===== src/rtl/lmr_pkg.sv =====
package lmr_pkg;
   localparam int unsigned LMR_LANES = 4;

   // byte index inside the attribute block that serves a region
   function automatic int unsigned lmr_byte_of(input int unsigned region);
      return (region + 1) / 2;
   endfunction

   // even regions (and region 0) take the upper nibble
   function automatic bit lmr_upper_nibble(input int unsigned region);
      return (region % 2) == 0;
   endfunction
endpackage


===== src/rtl/lmr_cfg_regs.sv =====
module lmr_cfg_regs #(
   parameter int unsigned CFG_AW    = 8,
   parameter int unsigned ATTR_BASE = 'h59,
   parameter int unsigned N_ATTR    = 7,
   parameter int unsigned SMRAM_OFF = 'h72,
   parameter int unsigned SMRAM_RST = 'h02,
   localparam int unsigned DW_W     = CFG_AW - 2
) (
   input  logic                        clk,
   input  logic                        rst_n,
   input  logic                        wr_en,
   input  logic [DW_W-1:0]             wr_dw,
   input  logic [3:0]                  be,
   input  logic [31:0]                 wdata,
   input  logic [DW_W-1:0]             rd_dw,
   output logic [31:0]                 rdata,
   output logic [N_ATTR-1:0][7:0]      attr_nxt,
   output logic [7:0]                  smram_nxt,
   output logic                        hit
);
   localparam logic [DW_W-1:0] SM_DW   = DW_W'(SMRAM_OFF >> 2);
   localparam int unsigned     SM_LANE = SMRAM_OFF % 4;

   logic [N_ATTR-1:0][7:0] attr_q;
   logic [7:0]             smram_q;
   logic [N_ATTR-1:0]      attr_stb;
   logic                   smram_stb;

   genvar j;
   generate
      for (j = 0; j < N_ATTR; j++) begin : g_attr
         localparam logic [DW_W-1:0] BDW   = DW_W'((ATTR_BASE + j) >> 2);
         localparam int unsigned     BLANE = (ATTR_BASE + j) % 4;

         assign attr_stb[j] = wr_en && (wr_dw == BDW) && be[BLANE];
         assign attr_nxt[j] = attr_stb[j] ? wdata[BLANE*8 +: 8] : attr_q[j];

         always_ff @(posedge clk or negedge rst_n) begin
            if (!rst_n) attr_q[j] <= 8'h00;
            else        attr_q[j] <= attr_nxt[j];
         end
      end
   endgenerate

   assign smram_stb = wr_en && (wr_dw == SM_DW) && be[SM_LANE];
   assign smram_nxt = smram_stb ? wdata[SM_LANE*8 +: 8] : smram_q;

   always_ff @(posedge clk or negedge rst_n) begin
      if (!rst_n) smram_q <= 8'(SMRAM_RST);
      else        smram_q <= smram_nxt;
   end

   assign hit = (|attr_stb) | smram_stb;

   always_comb begin
      rdata = '0;
      for (int k = 0; k < N_ATTR; k++) begin
         if (rd_dw == DW_W'((ATTR_BASE + k) >> 2))
            rdata[((ATTR_BASE + k) % 4)*8 +: 8] = attr_q[k];
      end
      if (rd_dw == SM_DW)
         rdata[SM_LANE*8 +: 8] = smram_q;
   end
endmodule


===== src/rtl/lmr_region_decode.sv =====
module lmr_region_decode
   import lmr_pkg::*;
#(
   parameter int unsigned N_REGIONS = 13,
   localparam int unsigned N_ATTR   = (N_REGIONS + 2) / 2
) (
   input  logic [N_ATTR-1:0][7:0] attr,
   output logic [N_REGIONS-1:0]   rd_en,
   output logic [N_REGIONS-1:0]   wr_en
);
   logic unused_attr;
   assign unused_attr = ^attr;

   genvar i;
   generate
      for (i = 0; i < N_REGIONS; i++) begin : g_region
         localparam int unsigned BI = lmr_byte_of(i);
         logic [3:0] nib;
         if (lmr_upper_nibble(i)) begin : g_hi
            assign nib = attr[BI][7:4];
         end else begin : g_lo
            assign nib = attr[BI][3:0];
         end
         assign rd_en[i] = nib[0];
         assign wr_en[i] = nib[1];
      end
   endgenerate
endmodule


===== src/rtl/lmr_smram_decode.sv =====
module lmr_smram_decode #(
   parameter int unsigned OPEN_BIT = 6,
   parameter int unsigned EN_BIT   = 3
) (
   input  logic [7:0] ctl,
   output logic       pci_route,
   output logic       smm_view
);
   logic unused_ctl;
   assign unused_ctl = ^ctl;

   assign pci_route = ~ctl[OPEN_BIT];
   assign smm_view  = ctl[EN_BIT];
endmodule


===== src/rtl/lmr_attr_ctrl.sv =====
module lmr_attr_ctrl #(
   parameter int unsigned CFG_AW      = 8,
   parameter int unsigned NUM_REGIONS = 13,
   parameter int unsigned ATTR_BASE   = 'h59,
   parameter int unsigned SMRAM_OFF   = 'h72,
   parameter int unsigned SMRAM_RST   = 'h02,
   parameter int unsigned OPEN_BIT    = 6,
   parameter int unsigned EN_BIT      = 3,
   localparam int unsigned DW_W       = CFG_AW - 2
) (
   input  logic                   clk,
   input  logic                   rst_n,
   input  logic                   cfg_wr,
   input  logic [DW_W-1:0]        cfg_wr_dw,
   input  logic [3:0]             cfg_be,
   input  logic [31:0]            cfg_wdata,
   input  logic [DW_W-1:0]        cfg_rd_dw,
   output logic [31:0]            cfg_rdata,
   output logic [NUM_REGIONS-1:0] region_rd,
   output logic [NUM_REGIONS-1:0] region_wr,
   output logic                   lowwin_pci,
   output logic                   smm_win_en
);
   localparam int unsigned N_ATTR  = (NUM_REGIONS + 2) / 2;
   localparam logic        RST_PCI = 1'(((SMRAM_RST >> OPEN_BIT) & 1) == 0);
   localparam logic        RST_SMM = 1'((SMRAM_RST >> EN_BIT) & 1);

   generate
      if (CFG_AW < 3)
         $error("CFG_AW must hold at least one dword index bit");
      if (NUM_REGIONS < 1)
         $error("NUM_REGIONS must be at least 1");
      if (ATTR_BASE + N_ATTR > (1 << CFG_AW) || SMRAM_OFF >= (1 << CFG_AW))
         $error("register offsets exceed the configuration space");
      if (SMRAM_OFF >= ATTR_BASE && SMRAM_OFF < ATTR_BASE + N_ATTR)
         $error("SMRAM byte overlaps the attribute block");
      if (OPEN_BIT > 7 || EN_BIT > 7 || OPEN_BIT == EN_BIT)
         $error("SMRAM control bit positions invalid");
      if (SMRAM_RST > 255)
         $error("SMRAM reset value exceeds a byte");
   endgenerate

   logic [N_ATTR-1:0][7:0]  attr_nxt;
   logic [7:0]              smram_nxt;
   logic                    hit;
   logic [NUM_REGIONS-1:0]  dec_rd, dec_wr;
   logic                    dec_pci, dec_smm;

   lmr_cfg_regs #(
      .CFG_AW    (CFG_AW),
      .ATTR_BASE (ATTR_BASE),
      .N_ATTR    (N_ATTR),
      .SMRAM_OFF (SMRAM_OFF),
      .SMRAM_RST (SMRAM_RST)
   ) u_regs (
      .clk       (clk),
      .rst_n     (rst_n),
      .wr_en     (cfg_wr),
      .wr_dw     (cfg_wr_dw),
      .be        (cfg_be),
      .wdata     (cfg_wdata),
      .rd_dw     (cfg_rd_dw),
      .rdata     (cfg_rdata),
      .attr_nxt  (attr_nxt),
      .smram_nxt (smram_nxt),
      .hit       (hit)
   );

   lmr_region_decode #(
      .N_REGIONS (NUM_REGIONS)
   ) u_region (
      .attr  (attr_nxt),
      .rd_en (dec_rd),
      .wr_en (dec_wr)
   );

   lmr_smram_decode #(
      .OPEN_BIT (OPEN_BIT),
      .EN_BIT   (EN_BIT)
   ) u_smram (
      .ctl       (smram_nxt),
      .pci_route (dec_pci),
      .smm_view  (dec_smm)
   );

   // outputs reload together, only when a write lands on a register
   always_ff @(posedge clk or negedge rst_n) begin
      if (!rst_n) begin
         region_rd  <= '0;
         region_wr  <= '0;
         lowwin_pci <= RST_PCI;
         smm_win_en <= RST_SMM;
      end else if (hit) begin
         region_rd  <= dec_rd;
         region_wr  <= dec_wr;
         lowwin_pci <= dec_pci;
         smm_win_en <= dec_smm;
      end
   end
endmodule


===== config.mk =====
export PLATFORM = sky130hd
export DESIGN_NAME = lmr_attr_ctrl
export DESIGN_NICKNAME = d
export VERILOG_FILES = /design/src/rtl/lmr_pkg.sv /design/src/rtl/lmr_cfg_regs.sv /design/src/rtl/lmr_region_decode.sv /design/src/rtl/lmr_smram_decode.sv /design/src/rtl/lmr_attr_ctrl.sv
export SDC_FILE = /design/constraint.sdc
export NUM_CORES = 1
export LEC_CHECK = 0
export BUFFER_PORTS_ARGS = -buffer_cell sky130_fd_sc_hd__buf_2
export CAP_MARGIN = 10
export CORE_MARGIN = 5
export CORE_UTILIZATION = 50
export DETAILED_ROUTE_END_ITERATION = 8
export PLACE_DENSITY_LB_ADDON = 0.25
export SYNTH_ARGS = -nofsm -noshare
export SYNTH_HDL_FRONTEND = slang
export SYNTH_SLANG_ARGS = --single-unit

===== constraint.sdc =====
create_clock -name clk -period 3.9 [get_ports clk]
set_clock_uncertainty 0.05 [all_clocks]
set_input_delay 0.78 -clock clk [delete_from_list [all_inputs] [get_ports clk]]
set_output_delay 0.78 -clock clk [all_outputs]
set_load 0.01 [all_outputs]

# Word level (Yosys, flattened, before mapping)
# Cells that the tools add are included.
# totals
inputBits	51
wordCells	56
register_bits	92
output_inout_bits	60
# classes
eq_ne	6
n_mux	16
reduce_logical	12
n_bitwise	2
# ops
op	n
two-way mux 8 bit	8
two-way mux 6 bit	7
equality test 6 x 5 -> 1 bit (second input constant)	6
logical AND 1 bit	11
two-way mux 7 bit	1
OR reduction 7 bit	1
NOT 1 bit	1
OR 1 bit	1

# Longest topological paths before layout
# Gate-level depths: netlist of run 1.
# depth
depth_word	5
ltp_mapped	6
mapped_depth_nobuf	4

# Hierarchy
# Synthesis of run 1 repeated with hierarchy kept, for this count alone.
# unflattened
hier_cells	302
hier_area_um2	4546.9
# by_module_without_submodules
module	area_per_inst_um2	instances	seq_area_each_um2	cells_per_inst
lmr_cfg_regs	3196.8	1	1602.8	215
lmr_attr_ctrl	1143.6	1	701.9	59
lmr_region_decode	195.2	1	0.0	26
lmr_smram_decode	11.3	1	0.0	2

# Least setup slack after synthesis of run 1
# OpenSTA, ideal clock, no wires.
# synth_timing
path_kind	input-to-output
start	in cfg_rd_dw[5]
end	out cfg_rdata[19]
path_buffers	2
path_stages	5
path_slack_ns	1.058
arrival_ns	2.012
cell_sequence	nand3b_1 > or3b_2 > clkbuf_1 > clkbuf_1 > o21ai_0
# synth_between
elab_chain_cells	4
# synth_rtl
item	line	text
start: declaration	lmr_attr_ctrl.sv:17	input logic [DW_W-1:0] cfg_rd_dw,
equality test 6 x 5 -> 1 bit	lmr_cfg_regs.sv:58	if (rd_dw == DW_W'((ATTR_BASE + k) >> 2))
two-way mux 8 bit (2 in a row)	lmr_cfg_regs.sv:58	
two-way mux 8 bit (*)	lmr_cfg_regs.sv:61	if (rd_dw == SM_DW)
end: declaration	lmr_attr_ctrl.sv:18	output logic [31:0] cfg_rdata,
# Every way passes the cells marked *; elsewhere a longest branch is shown, timed or not.

# Worst setup path in the final report of run 1
# layout_timing
start	in cfg_rd_dw[5]
end	out cfg_rdata[20]
# The elaborated chain is that of the path after synthesis.

==> results.ini, run 1 <==
[outcome]
status=finished, final reports clean

[finish]
nNetsFinal=451
final_common_cell=buf_2
layout_common_cells=buf_2 (109), dfrtp_1 (90), mux2_2 (80), mux2i_1 (25), nor2_1 (18)
fin_area_sq_um=4967
drive_above_1_share=0.5704
final_util=0.6362
syn_to_final_growth_pct=22.30
fill_cells=644
antenna_cells=0

[cts]
cts-resized-gates=0
post_cts_buffers=0
cts_buffer_depth=2
clkTransAtPathRegs_ns=0.09
cts_tree=done
cts.htree.levels=3
root_buffer=clkbuf_8
cts.sinks=92
ctsHoldBuffers=0
cts_buffers=9
clkLatencyLatePin_ns=0.35

[sta]
relSlewSlack=0.3657
setup_viol=0
whs_ns=0.4255
tightestPinTransition_ns=0.9489
fmax_mhz=332.8
rsz0062_at_grt=false
fin_crit_sh=0.7704
drv_slew=0
hold_viol_final=0
fin_crit_ns=3.004
fin_setup_tns_ns=0

[pwr]
p_seq_frac=0.531
clkPwrFrac=0.365
power.density_nw_per_um2=401.8
intPower_w=0.001549
combPwrFrac=0.104
totalPowerFinal_w=0.001996
p_sw_w=0.0004471
switching_share=0.2240
p_leak_nw=2.744
ir_drop_v=0.0002188

[floorplan]
dieArea_sq_um=10030
io_pins=111
dieWidth_um=100.1
rows=32
die_y_um=100.1
core_sq_um=7807
start_util=0.5202

[setup_path]
cpMaxStageDelayCell=or3b_2
cpMostUsedCell=buf_2
startpoint_type=input port
end_kind=output pin
rrSetupSlack_ns=2.82
crit_buf_inv=2
cp.required_ns=3.07
critPathCapture=cfg_rdata[20]
path_cells=buf_2 -> nand3b_1 -> or3b_2 -> o21ai_0 -> buf_2
r2r_cells=2
cpLargestDelayFamily=simple AND/OR/NAND/NOR gates
rr_endpoint=region_rd[2]
cp.arrival_ns=2.17
timing.rr.start=u_regs.attr_q[12]
cp_max_fo=24
cp.depth=5
critical-path-max-stage-delay_ns=0.71
critical_path_class=in2out
startpoint=cfg_rd_dw[5]

[grt]
grt_pass1_vias=2839
grt_pass1_wl_mm=14.17
grt_max_degree=64
antenna_found_initial=0
overflow=0
track_usage=0.1808

[placed_design]
hpwlAfterDp_mm=6.225
gp_congestion=0.7710
post_dp_cell_area_sq_um=4731
io_buffers=110

[route]
wl_met2_mm=4.408
drt_wl_total_mm=8.670
ant_nets=0
first_pass_iters=4
viasPerCell=5.209
num_vias=2641
wl_met1_mm=3.647
wl_met3_um=496
topRoutingLayerUsed=met4
wl_per_cell_um=17.10
drt_iter0_markers=61
drc=0

[synth]
synth_top_area_share=0.5545
synth.distinct_cells=28
syn_area_sq_um=4061
synthCells=287
synth_top_area_cell=dfrtp_1
async_flop_share=1.000
yosysWarnings=0
synth_flop_cell=dfrtp_1
synth_edf_count=0
synth_nets=338
ys_seq_elements=92
yosysSeqAreaShare=0.5675
avgSynthCellArea_sq_um=14.15
synthTopCellsByArea=dfrtp_1 (55%), mux2_2 (22%), mux2i_1 (6.2%)

[hold_path]
hold_path.class=reg2reg
min_from=lowwin_pci

[run]
maxCapViolCount=0

worst register-to-register path, delay by kind of cell (launching register included):
family / cells / cell delay (ns)
muxes: 2 / 0.54
DFF: 1 / 0.39
power groups by stage:
stage               clock network, W  registers, W  logic (W)
floorplan                          0       0.00108   0.000109
global placement                   0       0.00107   0.000206
detailed placement                 0       0.00108   0.000212
CTS                         0.000748       0.00106   0.000212
global route                0.000789       0.00107   0.000232
finish                      0.000729       0.00106   0.000208
worst min path at each step:
| stage | end | slack (ns) | cells past startpoint |
|---|---|---|---|
| after global placement | lowwin_pci | 0.41 | 2 |
| final | lowwin_pci | 0.43 | 2 |
| after global routing | lowwin_pci | 0.43 | 2 |
| after CTS | lowwin_pci | 0.42 | 2 |
| after detailed placement | lowwin_pci | 0.41 | 2 |
| after floorplan | u_regs.attr_q[26] | 0.42 | 1 |
state kept, by name (all words and copies together), names as in the netlist:
register        count
u_regs.smram_q      8
region_wr          13
u_regs.attr_q      56
lowwin_pci          1
region_rd          13
smm_win_en          1
metrics by stage:
step | setup WS, ns | cells
final | 0.8956 | 507
after global routing | 0.7751 | 507
after floorplan | 1.058 | 287
after detailed placement | 0.8643 | 491
after global placement | 0.9228 | 491
after CTS | 0.8653 | 507
logic make-up after synthesis:
family                 count (synthesis)  share of synthesized area
muxes                                116                     0.3241
DFF                                   92                     0.5675
and+or+nand+nor                       52                    0.07548
buffers and inverters                 17                    0.01941
AOI/OAI and AO/OA                     10                    0.01356
per-layer routing:
layer  vias up  track usage
met2        63       0.2951
met1      1327       0.2338
met5         -            0
met4         0      0.07150
li1       1242            -
met3         9      0.04170
Yosys cell counts (2+ instances only):
library cell,n
and3_1,8
buf_1,2
buf_2,6
clkbuf_1,5
dfrtp_1,90
dfstp_2,2
inv_1,3
mux2_2,80
mux2_4,11
mux2i_1,25
nand2_1,11
nor2_1,18
nor4_2,2
o21ai_0,8
or4_1,3
area by class of cell:
| cell class | instances | area (sq um) | area share |
|---|---|---|---|
| flip-flops and latches | 92 | 2305 | 0.4640 |
| clock inverters | 3 | 67.56 | 0.01360 |
| repair buffers | 116 | 598.1 | 0.1204 |
| inverters | 3 | 11.26 | 0.002267 |
| multi-input cells | 178 | 1689 | 0.3401 |
| well taps | 102 | 127.6 | 0.02569 |
| clock buffers | 13 | 168.9 | 0.03401 |
(Power assumes the default switching activity.)
==> run 2: changes to the inputs <==
clock period = 2.9 ns   (was 3.9 ns; I/O delays follow)
==> results.ini, run 2 (same netlist as run 1, synthesis figures left out) <==
[finish]
layout_common_cells=buf_2 (109), dfrtp_1 (90), mux2_2 (80), mux2i_1 (25), nor2_1 (18)
antenna_cells=0  ; unchanged
nNetsFinal=457  ; +1.3%
finalNonFillerCells=513  ; +1.2%
syn_to_final_growth_pct=22.80
reg_top3=u_regs.attr_q (56), region_rd (13), region_wr (13)
largest_register_ffs=56  ; unchanged
final_common_cell=buf_2
drive_above_1_share=0.5791  ; +0.008705
fill_cells=642  ; -0.31%
largest_register=u_regs.attr_q

[placed_design]
io_buffers=110  ; unchanged
gp_congestion=0.7948  ; +3.1%
place_inst=497  ; +1.2%
hpwlAfterDp_mm=6.372  ; +2.4%

[route]
wl_met3_um=480  ; -3.2%
topRoutingLayerUsed=met4
ant_nets=0  ; unchanged
wl_met1_mm=3.673  ; +0.71%
wl_per_cell_um=16.97  ; -0.76%
drt_iter0_markers=62  ; +1.6%
num_vias=2663  ; +0.83%
drt_wl_total_mm=8.706  ; +0.42%
first_pass_iters=4  ; unchanged
viasPerCell=5.191  ; -0.35%
drc=0  ; unchanged
wl_met2_mm=4.457  ; +1.1%

[sta]
tightestPinTransition_ns=0.5714  ; -0.3775 ns
fmax_mhz=376.7
whs_ns=0.1581  ; -0.2674 ns
fin_setup_tns_ns=0  ; unchanged
fin_crit_ns=2.655
drv_slew=0  ; unchanged
relSlewSlack=0.6190  ; +0.2534
hold_viol_final=0  ; unchanged
rsz0062_at_grt=false
setup_viol=0  ; unchanged
fin_crit_sh=0.9154

[floorplan]
io_pins=111  ; unchanged
start_util=0.5202  ; unchanged
dieWidth_um=100.1  ; unchanged
rows=32  ; unchanged
dieArea_sq_um=10030  ; unchanged
die_y_um=100.1  ; unchanged
core_sq_um=7807  ; unchanged

[pwr]
power.density_nw_per_um2=505.0  ; +26%
p_seq_frac=0.566  ; +0.035
p_leak_nw=2.764  ; +0.72%
clkPwrFrac=0.322  ; -0.043
intPower_w=0.001889  ; +22%
ir_drop_v=0.0003228  ; +48%
combPwrFrac=0.112  ; +0.008
p_sw_w=0.0006293  ; +41%
switching_share=0.2498  ; +0.02586

[run]
maxCapViolCount=0  ; unchanged

[grt]
grt_max_degree=51  ; -20%
grt_pass1_wl_mm=14.08  ; -0.59%
antenna_found_initial=0  ; unchanged
track_usage=0.1778  ; -0.003028
overflow=0  ; unchanged
grt_pass1_vias=2840  ; +0.035%

[cts]
post_cts_buffers=0  ; unchanged
root_buffer=clkbuf_8
ctsHoldBuffers=0  ; unchanged
cts.htree.levels=3  ; unchanged
cts.sinks=92  ; unchanged
cts_buffer_depth=2  ; unchanged
clkTransAtPathRegs_ns=0.09  ; about the same
cts_tree=done
clkLatencyLatePin_ns=0.34  ; about the same
cts_buffers=9  ; unchanged
cts-resized-gates=0  ; unchanged

[setup_path]
cp.arrival_ns=2.02  ; -0.15 ns
critical_path_class=in2out
startpoint_type=input port
cp.required_ns=2.27  ; -0.80 ns
cp_max_fo=24  ; unchanged
end_kind=output pin

[hold_path]
hold_path.class=in2async

[outcome]
status=finished, final reports clean

## run 2: cell count changes in the layout (fill, tap and decap cells not counted), sizes merged
cell and delta:
inv +1, clkinv +3, bufinv -2, clkbuf -2, buf +6
## run 2: worst max-delay path: stages
cell and delay [ns]:
buf_2 0.10, nand3b_1 0.19, or3b_2 0.74, o21ai_0 0.26
buf_2 0.16
## run 2: area by class of cell
type                    count  area [sq um]  share of cell area
well taps                 102         127.6             0.02559
inverters                   3         11.26            0.002258
flip-flops and latches     92          2305              0.4621
multi-input cells         178          1689              0.3387
clock inverters             5         35.03            0.007025
clock buffers              11         151.4             0.03036
repair buffers            122         668.1              0.1340
## run 2: power groups by stage
stage          Sequential, W  Clock [W]  Combinational [W]
2_1_floorplan        0.00145          0           0.000147
3_3_place_gp         0.00145          0           0.000279
3_5_place_dp         0.00145          0           0.000287
4_1_cts              0.00143   0.000830           0.000288
5_1_grt              0.00144   0.000894           0.000313
6_report             0.00142   0.000812           0.000282
## run 2: worst paths after layout
kind	start	endpoint	slack (ns)	depth (start not counted)
worst max-delay path	cfg_rd_dw[5]	cfg_rdata[17]	0.25	5
worst min-delay path	rst_n	u_regs.attr_q[19]	0.16	1
worst max register to register	u_regs.attr_q[33]	region_wr[7]	1.81	2
worst min register to register	lowwin_pci	lowwin_pci	0.43	2
max in group asynchronous	rst_n	u_regs.smram_q[1]	1.92	2
min in group clk	cfg_wdata[2]	u_regs.attr_q[26]	0.41	2
## run 2: routing by layer
metal | GRT usage | vias to the layer above
met5 | 0 | -
met4 | 0.04974 | 0
met2 | 0.3038 | 60
met3 | 0.03961 | 9
li1 | - | 1263
met1 | 0.2278 | 1331
## run 2: metrics by stage
| step | util | worst slack, ns | total power (W) | area [sq um] |
|---|---|---|---|---|
| global placement | 0.6149 | 0.3172 | 0.001724 | 4801 |
| global route | 0.6388 | 0.1650 | 0.002643 | 4987 |
| CTS | 0.6388 | 0.2377 | 0.002543 | 4987 |
| detailed placement | 0.6149 | 0.2365 | 0.001738 | 4801 |
| finish | 0.6388 | 0.2454 | 0.002519 | 4987 |
| floorplan | - | 0.4576 | 0.001598 | 4061 |
==> run 3: changes to the inputs <==
SYNTH_HIERARCHICAL = 1   (was unset)
==> results.ini, run 3 <==
[sta]
fin_crit_ns=2.430  ; -0.2249 ns
drv_slew=0  ; unchanged
fin_ws_ns=0.4703  ; +0.2249 ns
relSlewSlack=0.4831  ; -0.1359
hold_viol_final=0  ; unchanged
tightestPinTransition_ns=0.7557  ; +0.1843 ns
rsz0062_at_grt=false
fmax_mhz=411.6  ; +9.3%
fin_setup_tns_ns=0  ; unchanged
setup_viol=0  ; unchanged
fin_crit_sh=0.8378  ; -0.07755

[finish]
final_common_cell=buf_2
nNetsFinal=441  ; -3.5%
antenna_cells=0  ; unchanged
drive_above_1_share=0.6101  ; +0.03105
largest_register=u_regs/attr_q
largest_register_ffs=56  ; unchanged
final_util=0.5895  ; -0.04927
syn_to_final_growth_pct=14.17
reg_top3=u_regs/attr_q (56), region_rd (13), region_wr (13)
layout_common_cells=buf_2 (109), dfrtp_1 (90), mux2_2 (48), mux2_4 (44), mux2i_1 (24)

[floorplan]
start_util=0.5163  ; -0.003852
dieArea_sq_um=11100  ; +11%
die_y_um=105.4  ; +5.2%
core_sq_um=8806  ; +13%
rows=34  ; +6.3%
io_pins=111  ; unchanged
dieWidth_um=105.4  ; +5.2%

[synth]
synthTopCellsByArea=dfrtp_1 (50%), mux2_4 (15%), mux2_2 (12%)
synth_top_area_cell=dfrtp_1
synth_top_area_share=0.4953  ; -0.05921
synth_flop_cell=dfrtp_1
avgSynthCellArea_sq_um=15.06  ; +6.4%
synth_top_family_by_area=multiplexers
synth_compound_area_frac=0.01844  ; +0.004882
synth-adder-area-share=0  ; unchanged
synth-simple-area-share=0.07265  ; -0.002830
synthXorXnorAreaFrac=0  ; unchanged
async_flop_share=1.000  ; unchanged
muxShareOfSynthArea=0.3170  ; -0.007085
syn_area_sq_um=4547  ; +12%
synth_nets=353  ; +4.4%
synthCells=302  ; +5.2%
yosysWarnings=6  ; +6
yosysSeqAreaShare=0.5069  ; -0.06059
synth.distinct_cells=29  ; +3.6%
yosysMostFrequentCell=dfrtp_1
ys_seq_elements=92  ; unchanged
synth_edf_count=0  ; unchanged
synth_common_cells=dfrtp_1 (90), mux2_2 (48), mux2_4 (44)

[placed_design]
io_buffers=110  ; unchanged
gp_congestion=0.7959  ; +0.14%
hpwlAfterDp_mm=6.621  ; +3.9%
preCtsSetupSlack_ns=0.2845  ; +0.04799 ns

[run]
maxCapViolCount=0  ; unchanged

[route]
drt_wl_total_mm=9.032  ; +3.7%
wl_met2_mm=4.276  ; -4.1%
ant_nets=0  ; unchanged
first_pass_iters=4  ; unchanged
wl_met3_um=742  ; +55%
topRoutingLayerUsed=met4
drc=0  ; unchanged
wl_met1_mm=3.916  ; +6.6%
drt_iter0_markers=75  ; +21%
num_vias=2599  ; -2.4%
viasPerCell=5.167  ; -0.46%
wl_per_cell_um=17.96  ; +5.8%

[hold_path]
hold_path.class=in2async

[setup_path]
end_kind=output pin
cp_max_fo=16  ; -33%
cpMostUsedCell=buf_2
crit_buf_inv=3  ; +1
cpLargestDelayFamily=simple AND/OR/NAND/NOR gates
cp.required_ns=2.27  ; about the same
startpoint_type=input port
r2r_cells=2  ; unchanged
path_cells=buf_2 -> nand3b_4 -> or3b_1 -> buf_4 -> nor2_1 -> buf_2
cp.arrival_ns=1.80  ; -0.22 ns
critical-path-max-stage-delay_ns=0.42  ; -0.32 ns
critical_path_class=in2out
cpMaxStageDelayCell=or3b_1
cp.depth=6  ; +1

[cts]
cts.sinks=92  ; unchanged
post_cts_buffers=0  ; unchanged
clkTransAtPathRegs_ns=0.09  ; about the same
clkLatencyLatePin_ns=0.35  ; about the same
cts-resized-gates=0  ; unchanged
root_buffer=clkbuf_8
cts.htree.levels=3  ; unchanged
ctsHoldBuffers=0  ; unchanged
cts_buffers=9  ; unchanged
cts_tree=done
cts_buffer_depth=2  ; unchanged

[outcome]
status=finished, final reports clean

[pwr]
power.density_nw_per_um2=521.1  ; +3.2%
p_leak_nw=2.827  ; +2.3%
ir_drop_v=0.0003346  ; +3.6%

[grt]
track_usage=0.1697  ; -0.008048
antenna_found_initial=0  ; unchanged
overflow=0  ; unchanged
grt_pass1_wl_mm=15.01  ; +6.6%
grt_pass1_vias=2876  ; +1.3%
grt_max_degree=52  ; +2.0%

==> run 3: cell count changes in the layout (fill, tap and decap cells not counted), sizes merged, moves of 2 or more <==
cell,change
and4,+3
buf,-2
bufinv,+2
clkinv,-2
inv,-3
nand2,-10
nor2,-2
nor3,-2
nor4,-2
o21ai,-7
o2bb2ai,+8
or4,-3
==> run 3: final cells by class <==
class / instances / area (sq um)
Fill cell: 737 / 3615
Sequential cell: 92 / 2305
Multi-Input combinational cell: 166 / 1867
Timing Repair Buffer: 120 / 653.1
Clock buffer: 12 / 155.1
Tap cell: 108 / 135.1
Clock inverter: 4 / 72.57
Inverter: 1 / 3.754
==> run 3: stage by stage <==
| stage | power, W | instance area [sq um] | hold slack [ns] | cells |
|---|---|---|---|---|
| 5_1_grt | 0.002835 | 5191 | 0.1851 | 503 |
| 6_report | 0.002705 | 5191 | 0.1498 | 503 |
| 3_3_place_gp | 0.001764 | 4964 | 0.4347 | 487 |
| 4_1_cts | 0.002751 | 5191 | 0.1618 | 503 |
| 3_5_place_dp | 0.001777 | 4964 | 0.4422 | 487 |
| 2_1_floorplan | 0.001677 | 4547 | 0.2344 | 302 |
==> run 3: path summary, 6_finish.rpt <==
kind                              startpoint           endpoint  slack, ns
setup / recovery                cfg_rd_dw[5]      cfg_rdata[31]       0.47
hold / removal                         rst_n       region_rd[6]       0.15
setup reg to reg           u_regs/attr_q[48]      region_rd[11]       1.80
hold reg to reg            u_regs/attr_q[23]  u_regs/attr_q[23]       0.46
max in group asynchronous              rst_n  u_regs/attr_q[55]       1.99
min in group clk                cfg_wdata[7]  u_regs/attr_q[31]       0.41
==> run 3: cell families (layout without fill, tap and decap cells) <==
kind of cell | Yosys count | in the layout
simple gates | 40 | 40
buf+inv | 44 | 137
mux | 116 | 116
compound gates | 10 | 10
flops | 92 | 92
==> run 3: power by group <==
| group | internal (W) | leakage (nW) | total [W] | switching, W |
|---|---|---|---|---|
| registers | 0.00138 | 1.25 | 0.00143 | 0.0000509 |
| logic | 0.000173 | 1.46 | 0.000311 | 0.000138 |
| clock network | 0.000532 | 0.113 | 0.000960 | 0.000428 |
==> run 3: layer usage <==
layer  vias up  GRT usage
met5         -          0
met3         7    0.06724
met1      1287     0.2179
li1       1223          -
met4         0    0.04405
met2        82     0.2691
